==> config.mk <==
export PLATFORM = sky130hd
export DESIGN_NAME = xlat_tlb
export DESIGN_NICKNAME = d
export VERILOG_FILES = /design/src/rtl/xlat_pkg.sv /design/src/rtl/xlat_cam.sv /design/src/rtl/xlat_perm.sv /design/src/rtl/xlat_ctrl.sv /design/src/rtl/xlat_tlb.sv
export SDC_FILE = /design/constraint.sdc
export NUM_CORES = 2
export LEC_CHECK = 0
export ABC_AREA = 1
export BUFFER_PORTS_ARGS = -buffer_cell sky130_fd_sc_hd__buf_2
export CORE_ASPECT_RATIO = 1.5
export CORE_UTILIZATION = 30
export DETAILED_ROUTE_END_ITERATION = 10
export REMOVE_ABC_BUFFERS = 1
export SYNTH_ARGS = -nofsm -noshare
export SYNTH_HDL_FRONTEND = slang
export SYNTH_SLANG_ARGS = --single-unit
==> constraint.sdc <==
create_clock -name clk -period 9 [get_ports clk]
set_input_delay 1.8 -clock clk [delete_from_list [all_inputs] [get_ports clk]]
set_output_delay 1.8 -clock clk [all_outputs]
set_load 0.01 [all_outputs]
==> src/rtl/xlat_pkg.sv <==
package xlat_pkg;

    localparam int VA_W     = 32;
    localparam int MIN_OFF  = 10;
    localparam int TAG_W    = VA_W - MIN_OFF;
    localparam int NUM_DOM  = 16;
    localparam int DOM_W    = $clog2(NUM_DOM);
    localparam int DACR_W   = 2 * NUM_DOM;

    typedef enum logic [1:0] {
        PG_SECTION = 2'b00,
        PG_LARGE   = 2'b01,
        PG_SMALL   = 2'b10,
        PG_TINY    = 2'b11
    } pg_size_e;

    typedef enum logic [1:0] {
        DM_NONE    = 2'b00,
        DM_CLIENT  = 2'b01,
        DM_RSVD    = 2'b10,
        DM_MANAGER = 2'b11
    } dom_mode_e;

    typedef enum logic [1:0] {
        ST_IDLE   = 2'b00,
        ST_WALK   = 2'b01,
        ST_REPLAY = 2'b10
    } ctl_state_e;

    typedef struct packed {
        logic              valid;
        logic [TAG_W-1:0]  vtag;
        logic [TAG_W-1:0]  ptag;
        pg_size_e          size;
        logic [DOM_W-1:0]  dom;
        logic [1:0]        ap;
    } tlb_entry_t;

    // Tag bits (address bits above MIN_OFF) that take part in the compare.
    function automatic logic [TAG_W-1:0] tag_keep(input pg_size_e sz);
        logic [TAG_W-1:0] k;
        case (sz)
            PG_SECTION: k = {{(VA_W-20){1'b1}}, {(20-MIN_OFF){1'b0}}};
            PG_LARGE:   k = {{(VA_W-16){1'b1}}, {(16-MIN_OFF){1'b0}}};
            PG_SMALL:   k = {{(VA_W-14){1'b1}}, {(14-MIN_OFF){1'b0}}};
            default:    k = {TAG_W{1'b1}};
        endcase
        return k;
    endfunction

    // Client-mode permission decode.
    function automatic logic ap_allows(input logic [1:0] ap,
                                       input logic priv, input logic wr);
        logic ok;
        case (ap)
            2'b00:   ok = priv && !wr;
            2'b01:   ok = priv;
            2'b10:   ok = priv || !wr;
            default: ok = 1'b1;
        endcase
        return ok;
    endfunction

endpackage

==> src/rtl/xlat_cam.sv <==
module xlat_cam
    import xlat_pkg::*;
#(
    parameter int ENTRIES = 64,
    parameter int IDX_W   = $clog2(ENTRIES)
) (
    input  logic              clk,
    input  logic              rst,
    input  logic              inval_all,
    input  logic [VA_W-1:0]   lk_vaddr,
    input  logic              wr_en,
    input  logic [IDX_W-1:0]  wr_idx,
    input  tlb_entry_t        wr_entry,
    output logic              hit,
    output tlb_entry_t        hit_entry
);

    tlb_entry_t          ent_q [ENTRIES];
    logic [ENTRIES-1:0]  vld;
    logic [ENTRIES-1:0]  match;
    logic [IDX_W-1:0]    sel_idx;
    logic                found;
    logic [TAG_W-1:0]    lk_tag;

    assign lk_tag = lk_vaddr[VA_W-1:MIN_OFF];

    always_ff @(posedge clk) begin
        if (rst) begin
            for (int i = 0; i < ENTRIES; i++) ent_q[i].valid <= 1'b0;
        end else begin
            if (inval_all) begin
                for (int i = 0; i < ENTRIES; i++) ent_q[i].valid <= 1'b0;
            end
            if (wr_en) ent_q[wr_idx] <= wr_entry;
        end
    end

    generate
        for (genvar g = 0; g < ENTRIES; g++) begin : g_cmp
            assign vld[g]   = ent_q[g].valid;
            assign match[g] = vld[g] &&
                (((ent_q[g].vtag ^ lk_tag) & tag_keep(ent_q[g].size)) == '0);
        end
    endgenerate

    // Lowest index wins.
    always_comb begin
        found   = 1'b0;
        sel_idx = '0;
        for (int i = 0; i < ENTRIES; i++) begin
            if (match[i] && !found) begin
                found   = 1'b1;
                sel_idx = IDX_W'(i);
            end
        end
    end

    assign hit       = found;
    assign hit_entry = ent_q[sel_idx];

    AST_INVAL_CLEAR: assert property (@(posedge clk) disable iff (rst)
        inval_all |=> ($countones(vld) <= 1));

    AST_LOWEST_WINS: assert property (@(posedge clk) disable iff (rst)
        hit |-> ((match & ((ENTRIES'(1) << sel_idx) - ENTRIES'(1))) == '0));

endmodule

==> src/rtl/xlat_perm.sv <==
module xlat_perm
    import xlat_pkg::*;
(
    input  logic [DACR_W-1:0] dom_access,
    input  logic [DOM_W-1:0]  dom,
    input  logic [1:0]        ap,
    input  logic              priv,
    input  logic              wr,
    output logic              dom_fault,
    output logic              perm_fault
);

    dom_mode_e mode;

    assign mode = dom_mode_e'(dom_access[2*dom +: 2]);

    always_comb begin
        dom_fault  = 1'b0;
        perm_fault = 1'b0;
        case (mode)
            DM_MANAGER: ;
            DM_CLIENT:  perm_fault = !ap_allows(ap, priv, wr);
            default:    dom_fault  = 1'b1;
        endcase
    end

endmodule

==> src/rtl/xlat_ctrl.sv <==
module xlat_ctrl
    import xlat_pkg::*;
#(
    parameter int ENTRIES = 64,
    parameter int IDX_W   = $clog2(ENTRIES)
) (
    input  logic              clk,
    input  logic              rst,
    input  logic              req_valid,
    input  logic              hit,
    input  logic              walk_ack,
    input  logic              inval_all,
    output ctl_state_e        state,
    output logic              accept,
    output logic              rsp_fire,
    output logic              fill_we,
    output logic [IDX_W-1:0]  rr_idx
);

    ctl_state_e state_d;

    assign accept   = (state == ST_IDLE) && req_valid;
    assign fill_we  = (state == ST_WALK) && walk_ack;
    assign rsp_fire = (accept && hit) || ((state == ST_REPLAY) && hit);

    always_comb begin
        state_d = state;
        case (state)
            ST_IDLE:   if (accept && !hit) state_d = ST_WALK;
            ST_WALK:   if (walk_ack) state_d = ST_REPLAY;
            ST_REPLAY: state_d = hit ? ST_IDLE : ST_WALK;
            default:   state_d = ST_IDLE;
        endcase
    end

    always_ff @(posedge clk) begin
        if (rst) state <= ST_IDLE;
        else     state <= state_d;
    end

    always_ff @(posedge clk) begin
        if (rst || inval_all) begin
            rr_idx <= '0;
        end else if (fill_we) begin
            rr_idx <= (rr_idx == IDX_W'(ENTRIES - 1)) ? '0 : rr_idx + 1'b1;
        end
    end

    AST_RR_MOVES: assert property (@(posedge clk) disable iff (rst)
        (fill_we && !inval_all) |=> (rr_idx != $past(rr_idx)));

    AST_REPLAY_AFTER_FILL: assert property (@(posedge clk) disable iff (rst)
        fill_we |=> (state == ST_REPLAY));

endmodule

==> src/rtl/xlat_tlb.sv <==
module xlat_tlb
    import xlat_pkg::*;
#(
    parameter int ENTRIES = 64
) (
    input  logic         clk,
    input  logic         rst,
    input  logic         req_valid,
    input  logic [31:0]  req_vaddr,
    input  logic         req_write,
    input  logic         req_priv,
    input  logic [31:0]  dom_access,
    input  logic         inval_all,
    output logic         busy,
    output logic         rsp_valid,
    output logic [31:0]  rsp_paddr,
    output logic         rsp_dom_fault,
    output logic         rsp_perm_fault,
    output logic         walk_req,
    output logic [31:0]  walk_vaddr,
    input  logic         walk_ack,
    input  logic [31:0]  fill_pframe,
    input  logic [1:0]   fill_size,
    input  logic [3:0]   fill_dom,
    input  logic [1:0]   fill_ap
);

    localparam int IDX_W = $clog2(ENTRIES);

    ctl_state_e          state;
    logic                accept, rsp_fire, fill_we;
    logic [IDX_W-1:0]    rr_idx;
    logic                cam_hit;
    tlb_entry_t          hit_entry, fill_entry;
    logic [VA_W-1:0]     hold_vaddr, lk_vaddr;
    logic                hold_wr, hold_priv, lk_wr, lk_priv;
    logic                dom_fault, perm_fault;
    logic [TAG_W-1:0]    keep_hit, keep_fill, out_tag;

    // Request capture: lookups use the live request when idle, the held one otherwise.
    always_ff @(posedge clk) begin
        if (rst) begin
            hold_vaddr <= '0;
            hold_wr    <= 1'b0;
            hold_priv  <= 1'b0;
        end else if (accept) begin
            hold_vaddr <= req_vaddr;
            hold_wr    <= req_write;
            hold_priv  <= req_priv;
        end
    end

    assign lk_vaddr = (state == ST_IDLE) ? req_vaddr : hold_vaddr;
    assign lk_wr    = (state == ST_IDLE) ? req_write : hold_wr;
    assign lk_priv  = (state == ST_IDLE) ? req_priv  : hold_priv;

    // Fill entry built from the walker's answer, tags aligned to the page size.
    assign keep_fill        = tag_keep(pg_size_e'(fill_size));
    assign fill_entry.valid = 1'b1;
    assign fill_entry.vtag  = hold_vaddr[VA_W-1:MIN_OFF] & keep_fill;
    assign fill_entry.ptag  = fill_pframe[VA_W-1:MIN_OFF] & keep_fill;
    assign fill_entry.size  = pg_size_e'(fill_size);
    assign fill_entry.dom   = fill_dom;
    assign fill_entry.ap    = fill_ap;

    xlat_ctrl #(.ENTRIES(ENTRIES), .IDX_W(IDX_W)) u_ctrl (
        .clk       (clk),
        .rst       (rst),
        .req_valid (req_valid),
        .hit       (cam_hit),
        .walk_ack  (walk_ack),
        .inval_all (inval_all),
        .state     (state),
        .accept    (accept),
        .rsp_fire  (rsp_fire),
        .fill_we   (fill_we),
        .rr_idx    (rr_idx)
    );

    xlat_cam #(.ENTRIES(ENTRIES), .IDX_W(IDX_W)) u_cam (
        .clk       (clk),
        .rst       (rst),
        .inval_all (inval_all),
        .lk_vaddr  (lk_vaddr),
        .wr_en     (fill_we),
        .wr_idx    (rr_idx),
        .wr_entry  (fill_entry),
        .hit       (cam_hit),
        .hit_entry (hit_entry)
    );

    xlat_perm u_perm (
        .dom_access (dom_access),
        .dom        (hit_entry.dom),
        .ap         (hit_entry.ap),
        .priv       (lk_priv),
        .wr         (lk_wr),
        .dom_fault  (dom_fault),
        .perm_fault (perm_fault)
    );

    // Physical address: frame bits above the page offset, request bits below it.
    assign keep_hit = tag_keep(hit_entry.size);
    assign out_tag  = (hit_entry.ptag & keep_hit) |
                      (lk_vaddr[VA_W-1:MIN_OFF] & ~keep_hit);

    always_ff @(posedge clk) begin
        if (rst) begin
            rsp_valid      <= 1'b0;
            rsp_paddr      <= '0;
            rsp_dom_fault  <= 1'b0;
            rsp_perm_fault <= 1'b0;
        end else begin
            rsp_valid <= rsp_fire;
            if (rsp_fire) begin
                rsp_paddr      <= {out_tag, lk_vaddr[MIN_OFF-1:0]};
                rsp_dom_fault  <= dom_fault;
                rsp_perm_fault <= perm_fault;
            end
        end
    end

    assign busy       = (state != ST_IDLE);
    assign walk_req   = (state == ST_WALK);
    assign walk_vaddr = hold_vaddr;

    AST_WALK_HELD: assert property (@(posedge clk) disable iff (rst)
        (walk_req && !walk_ack) |=> (walk_req && $stable(walk_vaddr)));

    AST_WALK_NO_RSP: assert property (@(posedge clk) disable iff (rst)
        walk_req |-> !rsp_valid);

    AST_FILL_UNIQUE: assert property (@(posedge clk) disable iff (rst)
        fill_we |-> !cam_hit);

    AST_FAULT_EXCL: assert property (@(posedge clk) disable iff (rst)
        rsp_valid |-> !(rsp_dom_fault && rsp_perm_fault));

    AST_BUSY_NO_ACCEPT: assert property (@(posedge clk) disable iff (rst)
        (busy && req_valid) |=> $stable(walk_vaddr));

endmodule

==> flow_summary.toml <==
[timing]
hold_viol = 0
fmax_mhz = 112
setup_viol = 0
slew_viol_final = 0
min_period_over_period_pct = 99.0
fin_crit_ps = 8910
worst_pin_slew_ps = 1340
max_slew_margin_pct = 10.3
rsz0062_at_grt = "true"
final.setup_skew_ps = 49.9
worst_slack_ps = 93.5

[synth]
synthCells = 11600
ys_seq_elements = 3469
ys_warn_count = 0
ys.flop_type = "edfxtp_1"
syn_avg_cell_area_um2 = 12.6
synth_edf_count = 3328
synth_seq_area_share_pct = 70.7
yosysUniqueCellTypes = 63
synth_top_area_share_pct = 68.7
synth.top_cells.by_area = "edfxtp_1 69%, nand2_1 6.8%, xor2_1 4.9%"
ys_async_sr_fraction_pct = 0
synth_top_area_cell = "edfxtp_1"
synth_area_um2 = 145000

[routing]
viasPerCell = 5.19
drc = 0
initialDrtViolationCount = 10900
routed-via-count = 99300
ant_nets = 0
wl_mm = 493
wl_per_cell_um = 25.7
first_pass_iters = 8

[grt]
grt_pass1_wl_mm = 678
grt_pass1_vias = 94700
grt_overflow_total = 0
grt_start_max_net_pins = 65
antenna_found_initial = 29
grt_use_total_pct = 19.2

[power_and_ir_drop]
ir_drop_v = 0.000163
power_density_nw_per_um2 = 194
leakagePower_nw = 61.1

[hold_path]
hold_path_startpoint = "u_cam.ent_q[3][52]$_SDFFE_PP1P_"
whs_endpoint = "u_cam.ent_q[3][52]$_SDFFE_PP1P_"
hold_path.class = "reg -> reg"
holdPathStages = 1

[placement]
dpl.cell_count = 18400
dp_hpwl_mm = 298
place_worst_setup_slack_ps = -2130
place_congestion = 0.903
portBuffers = 169

[cts]
max-clock-path-buffers = 4
numCtsBuffers = 322
cts_tree = "yes"
cts_hold_buffers = 0
clkSinkCount = 3469
h-tree-depth = 5
clock_latency_ps = 920
clkTransAtPathRegs_ps = 60
cts-root-buf = "clkbuf_16"

[critical_path]
cp-end-kind = "flop"
cpPeakStageDelay_ps = 690
cp.required_ps = 9760
crit-reg2reg-launch = "u_ctrl.state[0]$_SDFFE_PP0P_"
worst_r2r_path_depth = 56
crit_slowest_cell = "nor3_1"
timing.rr.end = "rsp_paddr[19]$_SDFFE_PP0P_"
worst_path_most_repeated_cell = "buf_4"
path_class = "in -> reg"
crit_arrival_ps = 9660
crit_fanout = 39
rrSetupSlack_ps = 140
cp-start-kind = "input pin"

[finish]
layout.cells.non_filler = 19100
fill_cells = 46100
multi_input_area_um2 = 39600
nNetsFinal = 12600
regArea_um2 = 103000
drive_above_1_share_pct = 17.4
areaGrowthSynthToFinish_pct = 20.0

[job]
max_cap_violations = 0

[die]
ioPinCount = 180
fp-row-count = 312
initial_utilization_pct = 30.2
core_area_um2 = 482000
fp.dieH_um = 855
die-area_um2 = 488000
die_w_um = 570

[status]
run_status = "finished clean"
-- registers in the layout, summed over array words and instances, names as in the netlist --
register and count:
rsp_paddr 32, hold_wr 1, rsp_valid 1, u_cam.ent_q 3392
walk_vaddr 32, rsp_dom_fault 1, u_ctrl.rr_idx 6, u_ctrl.state 2
rsp_perm_fault 1, hold_priv 1
-- critical path, delay by kind of cell --
kind,cells,cell delay [ps]
AOI/OAI and AO/OA,10,1930
xor gates and xnor gates,1,150
buffers and inverters,17,2400
and+or+nand+nor,26,3340
-- report_power, final --
part / switching (W) / internal, W
clock network: 0.00610 / 0.00786
logic: 0.00157 / 0.000637
registers: 0.0000173 / 0.0177
-- placed cells by master (no fill, tap or decap), drive strengths merged, types with 36 or more instances in the layout --
cell / n
a21oi: 160
clkinv: 125
o41ai: 52
o211ai: 56
o21ai: 472
o221ai: 36
nor2: 502
nand3b: 48
buf: 1197
a31oi: 229
dfxtp: 141
inv: 455
o21bai: 38
xor2: 816
a221oi: 203
a211oi: 55
xnor2: 52
edfxtp: 3328
nand4: 68
clkbuf: 429
nor3: 110
o22ai: 109
nand2: 2672
nand3: 1135
-- logic make-up (layout without fill, tap and decap cells) --
group	count (synthesis)	after routing	synth area share (%)
XOR/XNOR	868	868	5.24
buffers and inverters	1112	2252	3.85
flip-flops	3469	3469	70.7
AO/OA/AOI/OAI	1508	1508	6.78
AND/OR/NAND/NOR	4599	4599	13.5
other	0	14	0
adder cells (fa/ha/maj)	1	1	0.00860
-- worst max-delay path by stage --
stage / start / end / slack (ps) / depth (start not counted)
floorplan: req_vaddr[16] / rsp_perm_fault$_SDFFE_PP0P_ / -18800 / 63
global placement: req_vaddr[28] / rsp_paddr[11]$_SDFFE_PP0P_ / -2090 / 49
detailed placement: req_vaddr[28] / rsp_paddr[12]$_SDFFE_PP0P_ / -2130 / 49
CTS: req_vaddr[16] / rsp_paddr[25]$_SDFFE_PP0P_ / 0.3 / 56
global route: req_vaddr[16] / rsp_perm_fault$_SDFFE_PP0P_ / -350 / 65
finish: req_vaddr[18] / rsp_paddr[19]$_SDFFE_PP0P_ / 90 / 54
-- per-layer routing --
metal | part of all wire [%] | GRT usage [%] | vias up
met5 | 0.0081 | 0 | -
met4 | 6.4 | 10.6 | 6
met3 | 7.6 | 2.66 | 1161
met2 | 50 | 34.0 | 4735
met1 | 36 | 22.4 | 50000
li1 | - | - | 43400
-- area by class of cell --
class | count | area share, %
timing repair inverter | 1 | 0.0172
clock buffer | 406 | 5.00
inverter | 452 | 1.03
timing repair buffer | 1221 | 6.65
tap | 6437 | 4.62
multi-input combinational | 6976 | 22.7
clock inverter | 172 | 1.04
sequential | 3469 | 58.9
antenna | 14 | 0.0201
-- what timing repair did --
item                                    4_1_cts  5_1_grt
endpoints found under the setup margin       24       24
pin swaps                                    23      158
buffers inserted                             32      104
hold endpoints to repair                      0        0
resized for setup                            89      540
cloned                                        6       25
-- per-stage QoR --
step	power (W)	util, %	hold WS, ps	area (um^2)	setup TNS, ps
floorplan	0.0191	-	420	142000	-456870
global placement	0.0201	33.1	434	160000	-43510
detailed placement	0.0202	33.1	440	160000	-45100
CTS	0.0339	35.5	455	171000	0
global route	0.0347	36.2	472	174000	-4180
finish	0.0339	36.2	452	174000	0
-- cells in the mapped netlist, types with 48 or more instances --
library cell and number:
edfxtp_1 3328, nand2_1 2641, nand3_1 1132, xor2_1 814, nor2_1 487, o21ai_0 451, inv_1 439, a31oi_1 229
a221oi_1 203, buf_2 203, clkbuf_1 175, a21oi_1 159, dfxtp_1 141, nor3_1 109, o22ai_1 109, buf_6 94
buf_1 89, buf_4 84, nand4_1 62, a211oi_1 55, o211ai_1 55, o41ai_1 52, xnor2_1 52, nand3b_1 48
No activity file was read; power rests on OpenSTA's default activity.
